## src/rtl/bsw_pkg.sv

```systemverilog
package bsw_pkg;

    typedef enum logic [1:0] {
        ST_IDLE,
        ST_SPLIT,
        ST_HOLD,
        ST_FINISH
    } bsw_state_e;

endpackage

```

## src/rtl/bsw_piece_calc.sv

```systemverilog
module bsw_piece_calc #(
    parameter int ADDR_W      = 12,
    parameter int REM_W       = 7,
    parameter int BURST_BYTES = 8,
    localparam int SZ_W       = $clog2(BURST_BYTES + 1)
) (
    input  logic [ADDR_W-1:0] cur_addr,
    input  logic [REM_W-1:0]  rem_bytes,
    output logic [SZ_W-1:0]   piece_size,
    output logic [ADDR_W-1:0] next_addr
);

    localparam int LOG2B = $clog2(BURST_BYTES);
    localparam int CW    = ((REM_W > SZ_W) ? REM_W : SZ_W) + 1;

    logic [SZ_W-1:0] to_edge;

    // Bytes from the piece start up to the next burst boundary.
    assign to_edge    = SZ_W'(BURST_BYTES) - SZ_W'(cur_addr[LOG2B-1:0]);
    assign piece_size = (CW'(rem_bytes) < CW'(to_edge)) ? SZ_W'(rem_bytes) : to_edge;
    assign next_addr  = cur_addr + ADDR_W'(to_edge);

endmodule

```

## src/rtl/bsw_occ_cnt.sv

```systemverilog
module bsw_occ_cnt #(
    parameter int DEPTH = 6,
    localparam int OW   = $clog2(DEPTH + 1)
) (
    input  logic          clk,
    input  logic          rst_n,
    input  logic          inc,
    input  logic          dec,
    output logic [OW-1:0] occ
);

    logic dec_ok;

    assign dec_ok = dec && (occ != '0);

    always_ff @(posedge clk or negedge rst_n) begin
        if (!rst_n) begin
            occ <= '0;
        end else if (inc && !dec_ok) begin
            occ <= occ + OW'(1);
        end else if (!inc && dec_ok) begin
            occ <= occ - OW'(1);
        end
    end

endmodule

```

## src/rtl/bsw_wr_tags.sv

```systemverilog
module bsw_wr_tags #(
    parameter int ADDR_W      = 12,
    parameter int BURST_BYTES = 8,
    parameter int DEPTH       = 4,
    localparam int SZ_W       = $clog2(BURST_BYTES + 1),
    localparam int CW         = $clog2(DEPTH + 1)
) (
    input  logic              clk,
    input  logic              rst_n,
    input  logic              alloc,
    input  logic [ADDR_W-1:0] alloc_addr,
    input  logic [SZ_W-1:0]   alloc_size,
    input  logic              pop,
    input  logic [ADDR_W-1:0] q_addr,
    input  logic [SZ_W-1:0]   q_size,
    output logic              cover_hit,
    output logic              burst_hit,
    output logic [CW-1:0]     count
);

    localparam int LOG2B = $clog2(BURST_BYTES);
    localparam int PW    = (DEPTH > 1) ? $clog2(DEPTH) : 1;
    localparam int AW1   = ADDR_W + 1;

    logic [ADDR_W-1:0] ent_a [DEPTH];
    logic [SZ_W-1:0]   ent_s [DEPTH];
    logic [DEPTH-1:0]  ent_v;
    logic [PW-1:0]     head;
    logic [PW-1:0]     tail;
    logic [DEPTH-1:0]  cov;
    logic [DEPTH-1:0]  bm;
    logic              pop_ok;

    assign pop_ok = pop && (count != '0);

    always_ff @(posedge clk or negedge rst_n) begin
        if (!rst_n) begin
            for (int i = 0; i < DEPTH; i++) begin
                ent_a[i] <= '0;
                ent_s[i] <= '0;
            end
            ent_v <= '0;
            head  <= '0;
            tail  <= '0;
            count <= '0;
        end else begin
            if (pop_ok) begin
                ent_v[head] <= 1'b0;
                head        <= (head == PW'(DEPTH - 1)) ? '0 : head + PW'(1);
            end
            if (alloc) begin
                ent_a[tail] <= alloc_addr;
                ent_s[tail] <= alloc_size;
                ent_v[tail] <= 1'b1;
                tail        <= (tail == PW'(DEPTH - 1)) ? '0 : tail + PW'(1);
            end
            if (alloc && !pop_ok) begin
                count <= count + CW'(1);
            end else if (!alloc && pop_ok) begin
                count <= count - CW'(1);
            end
        end
    end

    // One comparator pair per entry: full containment and same burst.
    for (genvar g = 0; g < DEPTH; g++) begin : g_cmp
        assign cov[g] = ent_v[g]
                     && ({1'b0, ent_a[g]} <= {1'b0, q_addr})
                     && (({1'b0, q_addr} + AW1'(q_size)) <= ({1'b0, ent_a[g]} + AW1'(ent_s[g])));
        assign bm[g]  = ent_v[g] && (ent_a[g][ADDR_W-1:LOG2B] == q_addr[ADDR_W-1:LOG2B]);
    end

    assign cover_hit = |cov;
    assign burst_hit = |bm;

endmodule

```

## src/rtl/burst_splitter.sv

```systemverilog
module burst_splitter #(
    parameter int ADDR_W      = 12,
    parameter int LEN_W       = 6,
    parameter int BURST_BYTES = 8,
    parameter int RD_DEPTH    = 6,
    parameter int WR_DEPTH    = 4,
    localparam int SZ_W       = $clog2(BURST_BYTES + 1),
    localparam int MAX_PIECES = ((1 << LEN_W) + BURST_BYTES - 2) / BURST_BYTES + 1,
    localparam int CNT_W      = $clog2(MAX_PIECES + 1)
) (
    input  logic              clk,
    input  logic              rst_n,
    input  logic              req_valid,
    input  logic              req_write,
    input  logic [ADDR_W-1:0] req_addr,
    input  logic [LEN_W-1:0]  req_len_m1,
    output logic              req_accept,
    output logic              req_retry,
    output logic              room_ready,
    input  logic              rd_pop,
    input  logic              wr_pop,
    output logic              rd_push,
    output logic              wr_push,
    output logic              wr_merge,
    output logic              fwd_hit,
    output logic [ADDR_W-1:0] push_addr,
    output logic [SZ_W-1:0]   push_size,
    output logic [CNT_W-1:0]  fwd_count,
    output logic              req_done,
    output logic              done_all_fwd
);

    import bsw_pkg::*;

    localparam int LOG2B = $clog2(BURST_BYTES);
    localparam int REM_W = LEN_W + 1;
    localparam int RO_W  = $clog2(RD_DEPTH + 1);
    localparam int WO_W  = $clog2(WR_DEPTH + 1);
    localparam int BA_W  = ADDR_W + 1 - LOG2B;

    bsw_state_e st_q, st_d;

    logic [ADDR_W-1:0] cur_q;
    logic [REM_W-1:0]  rem_q;
    logic [CNT_W-1:0]  total_q;
    logic [CNT_W-1:0]  served_q;
    logic [CNT_W-1:0]  fwd_q;
    logic              is_wr_q;
    logic              hold_wr_q;
    logic [CNT_W-1:0]  hold_need_q;

    logic [ADDR_W:0]   end_addr;
    logic [BA_W-1:0]   span;
    logic [CNT_W-1:0]  need_now;
    logic              fits_now;
    logic              too_big_now;
    logic              fits_hold;
    logic [SZ_W-1:0]   piece_size;
    logic [ADDR_W-1:0] next_addr;
    logic              cover_hit;
    logic              burst_hit;
    logic [RO_W-1:0]   rd_occ;
    logic [WO_W-1:0]   wr_cnt;
    logic              in_split;
    logic              in_last;

    // Number of bursts touched by the presented request.
    assign end_addr = {1'b0, req_addr} + {1'b0, ADDR_W'(req_len_m1)};
    assign span     = end_addr[ADDR_W:LOG2B] - {1'b0, req_addr[ADDR_W-1:LOG2B]};
    assign need_now = CNT_W'(span) + CNT_W'(1);

    assign fits_now    = req_write ? (int'(wr_cnt) + int'(need_now) <= WR_DEPTH)
                                   : (int'(rd_occ) + int'(need_now) <= RD_DEPTH);
    assign too_big_now = req_write ? (int'(need_now) > WR_DEPTH)
                                   : (int'(need_now) > RD_DEPTH);
    assign fits_hold   = hold_wr_q ? (int'(wr_cnt) + int'(hold_need_q) <= WR_DEPTH)
                                   : (int'(rd_occ) + int'(hold_need_q) <= RD_DEPTH);

    assign in_split = (st_q == ST_SPLIT);
    assign in_last  = ((served_q + CNT_W'(1)) == total_q);

    bsw_piece_calc #(
        .ADDR_W     (ADDR_W),
        .REM_W      (REM_W),
        .BURST_BYTES(BURST_BYTES)
    ) piece_i (
        .cur_addr  (cur_q),
        .rem_bytes (rem_q),
        .piece_size(piece_size),
        .next_addr (next_addr)
    );

    bsw_wr_tags #(
        .ADDR_W     (ADDR_W),
        .BURST_BYTES(BURST_BYTES),
        .DEPTH      (WR_DEPTH)
    ) tags_i (
        .clk       (clk),
        .rst_n     (rst_n),
        .alloc     (wr_push),
        .alloc_addr(cur_q),
        .alloc_size(piece_size),
        .pop       (wr_pop),
        .q_addr    (cur_q),
        .q_size    (piece_size),
        .cover_hit (cover_hit),
        .burst_hit (burst_hit),
        .count     (wr_cnt)
    );

    bsw_occ_cnt #(
        .DEPTH(RD_DEPTH)
    ) rdocc_i (
        .clk  (clk),
        .rst_n(rst_n),
        .inc  (rd_push),
        .dec  (rd_pop),
        .occ  (rd_occ)
    );

    // State register.
    always_ff @(posedge clk or negedge rst_n) begin
        if (!rst_n) begin
            st_q <= ST_IDLE;
        end else begin
            st_q <= st_d;
        end
    end

    // Transitions: ACCEPT, REFUSE, LAST, DONE, ROOM.
    always_comb begin
        st_d = st_q;
        unique case (st_q)
            ST_IDLE: begin
                if (req_valid && fits_now) begin
                    st_d = ST_SPLIT;
                end else if (req_valid && !too_big_now) begin
                    st_d = ST_HOLD;
                end
            end
            ST_SPLIT: begin
                if (in_last) begin
                    st_d = ST_FINISH;
                end
            end
            ST_FINISH: st_d = ST_IDLE;
            ST_HOLD: begin
                if (fits_hold) begin
                    st_d = ST_IDLE;
                end
            end
            default: st_d = ST_IDLE;
        endcase
    end

    // Outputs.
    always_comb begin
        req_accept   = 1'b0;
        req_retry    = 1'b0;
        room_ready   = 1'b0;
        rd_push      = 1'b0;
        wr_push      = 1'b0;
        wr_merge     = 1'b0;
        fwd_hit      = 1'b0;
        push_addr    = '0;
        push_size    = '0;
        req_done     = 1'b0;
        done_all_fwd = 1'b0;
        unique case (st_q)
            ST_IDLE: begin
                req_accept = req_valid && fits_now;
                req_retry  = req_valid && !fits_now;
            end
            ST_SPLIT: begin
                push_addr = cur_q;
                push_size = piece_size;
                if (is_wr_q) begin
                    wr_merge = burst_hit;
                    wr_push  = !burst_hit;
                end else begin
                    fwd_hit  = cover_hit;
                    rd_push  = !cover_hit;
                end
            end
            ST_HOLD: room_ready = fits_hold;
            ST_FINISH: begin
                req_done     = 1'b1;
                done_all_fwd = !is_wr_q && (fwd_q == total_q);
            end
            default: ;
        endcase
    end

    assign fwd_count = fwd_q;

    // Per-request bookkeeping for the piece walk.
    always_ff @(posedge clk or negedge rst_n) begin
        if (!rst_n) begin
            cur_q       <= '0;
            rem_q       <= '0;
            total_q     <= '0;
            served_q    <= '0;
            fwd_q       <= '0;
            is_wr_q     <= 1'b0;
            hold_wr_q   <= 1'b0;
            hold_need_q <= '0;
        end else begin
            if (st_q == ST_IDLE && req_valid) begin
                if (fits_now) begin
                    cur_q    <= req_addr;
                    rem_q    <= REM_W'(req_len_m1) + REM_W'(1);
                    total_q  <= need_now;
                    served_q <= '0;
                    fwd_q    <= '0;
                    is_wr_q  <= req_write;
                end else begin
                    hold_wr_q   <= req_write;
                    hold_need_q <= need_now;
                end
            end
            if (in_split) begin
                cur_q    <= next_addr;
                rem_q    <= rem_q - REM_W'(piece_size);
                served_q <= served_q + CNT_W'(1);
                if (fwd_hit) begin
                    fwd_q <= fwd_q + CNT_W'(1);
                end
            end
        end
    end

endmodule

```

## config.mk

```make
export PLATFORM = sky130hd
export DESIGN_NAME = burst_splitter
export DESIGN_NICKNAME = d
export VERILOG_FILES = /design/src/rtl/bsw_pkg.sv /design/src/rtl/bsw_piece_calc.sv /design/src/rtl/bsw_occ_cnt.sv /design/src/rtl/bsw_wr_tags.sv /design/src/rtl/burst_splitter.sv
export SDC_FILE = /design/constraint.sdc
export NUM_CORES = 1
export LEC_CHECK = 0
export BUFFER_PORTS_ARGS = -buffer_cell sky130_fd_sc_hd__buf_2
export CORE_MARGIN = 1.5
export CORE_UTILIZATION = 65
export CTS_CLUSTER_DIAMETER = 60
export DETAILED_ROUTE_END_ITERATION = 10
export PLACE_DENSITY = 0.82
export SETUP_SLACK_MARGIN = 0.05
export SYNTH_ARGS = -nofsm -noshare
export SYNTH_HDL_FRONTEND = slang
export SYNTH_SLANG_ARGS = --single-unit
export TNS_END_PERCENT = 30
```

## constraint.sdc

```tcl
create_clock -name clk -period 17.33 [get_ports clk]
set_clock_uncertainty 0.15 [all_clocks]
set_input_delay 0.8665 -clock clk [delete_from_list [all_inputs] [get_ports clk]]
set_output_delay 0.8665 -clock clk [all_outputs]
set_load 0.01 [all_outputs]
```

# Yosys cells after proc, flatten, opt, wreduce, memory -nomap -nowiden
# Cells that the tools add are included.
# totals
memories	0
romBits	0
latchBits	0
wordCells	189
input_bits	24
ram_bits	0
register_bits	117
out_inout_bits	29
# op_classes
multipliers	0
reduce_logical	48
addsub	24
bitwise	5
shift	0
muxes	55
magnitude_cmp	21
eq_ne	14
div	0
# ops
cell	n
12-bit by 4-bit adder with 13-bit output	5
12-bit 2-to-1 mux	5
13-bit <= comparator	4
48-bit bitwise mux	1
12-bit <= comparator	4
4-bit 2-to-1 mux	12
9-bit equality test	4
1-bit logical AND	26
12-bit demux with 2-bit select	1
7-bit 2-to-1 mux	3
3-bit by 4-bit adder with 5-bit output	4
5-bit by 3-bit <= comparator with 1-bit output, second input constant	4
1-bit 2-to-1 mux	18
16-bit bitwise mux	1
12-bit by 4-bit adder with 12-bit output	1
4-bit by 1-bit adder with 4-bit output, second input constant	3
2-bit 2-to-1 mux	6
3-bit 2-to-1 mux	4
1-bit zero test	9
4-bit demux with 2-bit select	1
2-bit equality test, second input constant	4
4-bit equality test	2
4-bit by 3-bit greater-than comparator with 1-bit output, second input constant	2
2-bit one-hot mux with 4 select lines	1
other kinds (29)	42

# Longest topological paths before layout
# logic_depth
depth_word	14
ltp_mapped	34
depth_no_buf	33

# By module
# A second synthesis with hierarchy kept.
# unflattened
hier_cells	1034
hier_area_um2	10149.7
# by_module_without_submodules
mod	area_per_inst_um2	cells_each	instances	seq_area_each_um2
bsw_wr_tags	6526.3	652	1	1876.8
burst_splitter	3026.7	315	1	975.9
bsw_piece_calc	436.7	55	1	0.0
bsw_occ_cnt	160.2	12	1	75.1

# Worst setup path after synthesis
# OpenSTA, ideal clock, no wires.
# synth_timing
kind	register to register
from	register cur_q[0]
to	register rdocc_i.occ[2]
required_ps	17101
t_arrival_ps	6576
path_slack_ps	10524
path_stages_with_launch	33
period_less_slack_ps	6806
setup_ps	79
path_buffers	1
cell_sequence	dfrtp_1 -> buf_2 -> inv_1 -> ha_1 -> ha_1 -> ha_1 -> o21ai_0 -> nand2b_1 -> a21oi_1 -> nor2_1 -> a21oi_1 -> inv_1 -> ha_1 -> fa_1 -> a21o_1 -> a21oi_1 -> or2_2 -> nor3_1 -> xnor2_1 -> ha_1 -> and4_1 -> nand2_1 -> a21o_1 -> a211o_1 -> o211ai_1 -> o2111a_1 -> nor3b_1 -> ha_1 -> inv_1 -> fa_1 -> xor2_1 -> nor2_1 -> xor2_1
# synth_between
elab_chain_len	13
word_cells_on_any_way	29
classes_between	add/sub (2); order compare (9); mux (4); reduce/logical (14)
# synth_rtl
item	line_no	source
from (decl)	burst_splitter.sv:43	logic [ADDR_W-1:0] cur_q;
from (signal assigned)	burst_splitter.sv:210	cur_q <= req_addr;
from (signal assigned)	burst_splitter.sv:222	cur_q <= next_addr;
4-bit by 3-bit subtractor with 4-bit output *	bsw_piece_calc.sv:19	assign to_edge = SZ_W'(BURST_BYTES) - SZ_W'(cur_addr[LOG2B-1:0]);
7-bit by 4-bit < comparator with 1-bit output	bsw_piece_calc.sv:20	assign piece_size = (CW'(rem_bytes) < CW'(to_edge)) ? SZ_W'(rem_bytes) : to_edge;
4-bit 2-to-1 mux *	bsw_piece_calc.sv:20	
named net piece_i.piece_size[0]	bsw_piece_calc.sv:9	output logic [SZ_W-1:0] piece_size,
12-bit by 4-bit adder with 13-bit output *	bsw_wr_tags.sv:69	&& (({1'b0, q_addr} + AW1'(q_size)) <= ({1'b0, ent_a[g]} + AW1'(ent_s[g])));
13-bit <= comparator	bsw_wr_tags.sv:69	
1-bit logical AND	bsw_wr_tags.sv:69	
4-bit OR reduction *	bsw_wr_tags.sv:73	assign cover_hit = |cov;
1-bit zero test *	burst_splitter.sv:182	rd_push = !cover_hit;
1-bit 2-to-1 mux *	burst_splitter.sv:177	if (is_wr_q) begin
1-bit 2-to-1 mux *	burst_splitter.sv:169	unique case (st_q)
named net rd_push	burst_splitter.sv:22	output logic rd_push,
1-bit zero test	bsw_occ_cnt.sv:21	end else if (!inc && dec_ok) begin
1-bit logical AND	bsw_occ_cnt.sv:21	
2-bit nonzero test (no source line)	n/a	
to (signal assigned)	bsw_occ_cnt.sv:20	occ <= occ + OW'(1);
to (signal assigned)	bsw_occ_cnt.sv:22	occ <= occ - OW'(1);
to (decl)	bsw_occ_cnt.sv:9	output logic [OW-1:0] occ
# Mark *: on every way through the listed nets, which the timed path passes. The rest lies on a longest branch.
# A chain may end at the register's enable or synchronous reset.

# Final worst setup path
# layout_timing
from	register cur_q[0]
to	output fwd_hit
# layout_between
elab_chain_len	9
word_cells_on_any_way	23
classes_between	add/sub (2); order compare (9); mux (3); reduce/logical (9)
# layout_rtl
item	line_no	source
4-bit by 3-bit subtractor with 4-bit output *	bsw_piece_calc.sv:19	
7-bit by 4-bit < comparator with 1-bit output	bsw_piece_calc.sv:20	
4-bit 2-to-1 mux *	bsw_piece_calc.sv:20	
named net piece_i.piece_size[3]	bsw_piece_calc.sv:9	
12-bit by 4-bit adder with 13-bit output *	bsw_wr_tags.sv:69	
13-bit <= comparator	bsw_wr_tags.sv:69	
1-bit logical AND	bsw_wr_tags.sv:69	
4-bit OR reduction *	bsw_wr_tags.sv:73	
1-bit 2-to-1 mux *	burst_splitter.sv:177	
1-bit 2-to-1 mux *	burst_splitter.sv:169	
to (decl)	burst_splitter.sv:25	output logic fwd_hit,
# Marked as above.

==> results.md <==
- R2R cell count: 32
- Ys async rst share: 100.0%
- Max Buffers Root-to-Sink: 2
- P_int: 1.212 mW
- Length of the first detailed-routing pass in iterations: 7
- Cells after Synth: 1,067
- CP max stage cell: dfrtp_1
- F_max: 117.2 MHz
- Flop pwr share: 23.6%
- Worst r2r src: cur_q[0]
- DR vias: 8,298
- Global-route wire length before repair: 41,790 um
- Antenna violations before repair: 1
- DRC violations left: 0
- Setup CP Type: flip-flop to output pin
- Setup TNS: 0 ns
- Port Buffers: 52
- Post-DR wirelength/cell: approximately 20 um
- Main synth FF type: dfrtp_1
- Slew Limit Headroom: 25.17%
- Starting Density: 67.52%
- Pwr Density: 210.2 mW/mm2
- Clock Sinks: 117
- Wirelength, routed: 25,790 um
- Insertion delay of the later-clocked pin in the worst-skew pair: 0.43 ns
- Area grow syn2layout: 10.40%
- Min Tclk post-route: 8.533 ns
- Synthesized area: 0.009925 mm2
- Dominant cells by area after synthesis: dfrtp_1 (30%), ha_1 (21%), mux2_2 (6.0%), a21oi_1 (4.1%), xor2_1 (3.8%)
- Lkg Pwr: 5.376 nW
- CTS clk-pin slew, worst paths: approximately 0.06 ns
- GP Congestion: 1.012
- Synthesized Nets: 1,269
- Largest net degree at the start of global routing: 75
- CORE AREA: 0.01470 mm2
- Die Wd: 126.6 um
- Register area share after synthesis: 29.50%
- N_diodes: 0
- Gate power share: 59.6%
- H-tree depth: 4
- Psw: 1.091 mW
- I/O pin total: 53
- Vias in the first global route: 8,295
- DRT iter0 DRCs: 527
- Synth area leader: dfrtp_1
- EDFF count, synth: 0
- Ys Warns: 0
- Critical Path Sink Type: output pin
- Root buf cell: clkbuf_16
- Die Y: 126.6 um
- Final period util: 49.24%
- Power share of the clock group: between 15 and 20%
- Outcome: complete, no violations
- CP Launch Type: flip-flop
- Via-to-Cell Ratio: roughly 6.3
- PostCTS Resize Cnt: 0
- Fin. max-slew vios: 0
- CP arrival: 7.52 ns
- Syn Area/Cell: between 9 and 10 um2
- CP Data Required Time: 16.31 ns
- Reg2Reg Setup Slack: 9.18 ns
- Max FO, Critical Path: 15
- Die area: 0.01602 mm2
- Hold Path Class: input pin to async pin
- Post-synth top area share: between 20% and 30%
- Synth unique cells: 65
- Final hold slack: 0.2828 ns
- FILL cells: 1,041
- Switching Share: 47.36%
- Total of max-cap violations: 0
- Rows: 44
- Reg-to-Reg End: rdocc_i.occ[2]
- Endpoints failing setup: 0
- Measured slew at the worst slew-check pin: 1.122 ns
- CP max stage delay: 0.69 ns
- Number of buffers created by CTS: 17
- Crit path cell chain: inv_1 -> ha_1 -> ha_1 -> ha_1 -> o21ai_0 -> nand2b_1 -> a21oi_1 -> nor2_1 -> a21oi_1 -> inv_1 -> ha_1 -> a21oi_1 -> or2_2 -> nor4_1 -> ha_1 -> a21oi_1 -> o21ai_0 -> a2111oi_0 -> o211ai_1 -> o2111a_1 -> or3_1 -> inv_1 -> buf_2
- Unrepaired setup endpoints after global routing: no
- Critical path's most frequent cell: ha_1
- DPL Wire Length: 19,320 um
- Postcts setup bufs: 0
- CTS tree: yes
- Total Routing Usage GR: 33.74%
- Register bit total from synthesis: 117
- Post-route ant nets: 0
- Final Hold Viols: 0
- Final net count: 1,316
- VDD IR max: 0.1300 mV
- Hold_buf cts: 0
- Global route overflow: 0
- Ratio of cells with drive above 1 in the final layout: a little over an eighth
[worst max path at each step]
stage	start	cells after the start	slack [ns]	to
6_report	cur_q[0]	23	8.80	fwd_hit
5_1_grt	cur_q[0]	27	8.40	fwd_hit
4_1_cts	cur_q[0]	23	8.87	fwd_hit
3_5_place_dp	cur_q[0]	30	9.39	rdocc_i.occ[2]
3_3_place_gp	cur_q[0]	23	9.60	fwd_hit
2_1_floorplan	cur_q[0]	32	10.52	rdocc_i.occ[2]
[cells by family after synthesis]
logic type	after synthesis	synth area share (%)
flops	117	29.50
fa+ha+maj	179	23.52
mux	62	7.047
simple gates	304	14.30
compound gates	236	14.86
xor+xnor	82	7.237
buf+inv	87	3.530
[state kept, by name (all words and copies together), names as in the netlist]
name and cells:
tags_i.ent_a 48, tags_i.ent_s 16, cur_q 12, rem_q 7
fwd_count 4, hold_need_q 4, served_q 4, tags_i.ent_v 4
total_q 4, rdocc_i.occ 3, tags_i.count 3, st_q 2
tags_i.head 2, tags_i.tail 2, hold_wr_q 1, is_wr_q 1
[final cells by class]
type	instances	area (um2)	area share (%)
multi-input combinational	863	6646	60.66
sequential	117	2928	26.72
clock buffer	19	442.9	4.042
timing repair buffer	56	292.8	2.672
tap	184	230.2	2.101
inverter	59	222.7	2.033
clock inverter	13	193.9	1.770
[Yosys cell counts (2+ instances only)]
cell type / instances
a2111oi_0: 2
a211o_1: 3
a211oi_1: 11
a21boi_0: 5
a21o_1: 27
a21oi_1: 82
a221oi_1: 2
a31oi_1: 8
and2_1: 6
and3_1: 9
and4_1: 4
buf_2: 12
clkbuf_1: 15
dfrtp_1: 117
fa_1: 13
ha_1: 165
inv_1: 57
mux2_2: 53
mux2i_1: 8
nand2_1: 97
nand2b_1: 4
nand3_1: 32
nand4_1: 18
nor2_1: 82
nor2_2: 2
nor2b_1: 21
nor3_1: 14
nor4_1: 4
o2111a_1: 2
o211ai_1: 8
o21a_1: 7
o21ai_0: 53
o21bai_1: 3
o22ai_1: 2
o31ai_1: 3
o32a_1: 2
o32ai_1: 3
or3_1: 4
xnor2_1: 39
xor2_1: 43
[per-layer routing]
metal  GRT usage, %  wire (um)  part of all wire [%]
met5              0          0                     0
met3          5.272       1348                   5.2
met2          56.25      12260                    48
met1          42.28      10880                    42
met4          18.32       1296                   5.0
[through the flow]
step	area [um2]	utilization (%)	setup slack [ns]	total power, mW	instances
3_5_place_dp	10320	70.21	9.386	1.877	1279
3_3_place_gp	10320	70.21	9.602	1.832	1279
4_1_cts	10960	74.54	8.875	2.288	1311
6_report	10960	74.54	8.797	2.303	1311
5_1_grt	10960	74.54	8.401	2.510	1311
2_1_floorplan	9925	-	10.52	1.499	1067
[power by group through the flow]
stage	clock [mW]	sequential, mW	combinational (mW)
after floorplan	0	0.474	1.03
after global placement	0	0.537	1.29
after detailed placement	0	0.542	1.34
after CTS	0.390	0.538	1.36
after global routing	0.401	0.559	1.55
final	0.387	0.542	1.37
[cell usage in the layout, fill, tap and decap left out, drive strengths merged, types with 5 or more instances in the layout]
cell	n
inv	62
o21ai	54
nand3	32
xnor2	39
a21oi	83
ha	165
mux2	53
xor2	43
fa	13
mux2i	9
nand4	18
and3	9
o211ai	8
nor2b	21
a211oi	12
dfrtp	117
o21a	7
buf	56
clkinv	5
nor2	84
and2	6
a21boi	6
nor3	14
nand2	97
a21o	27
clkbuf	19
a31oi	8
[worst max-delay path, delay by kind of cell, from the launching register on]
family          cells  cell delay, ns
buf+inv             4            0.54
compound gates      9            2.46
simple gates        5            1.63
fa+ha+maj           5            1.75
flops               1            0.69
(Power assumes the default switching activity.)
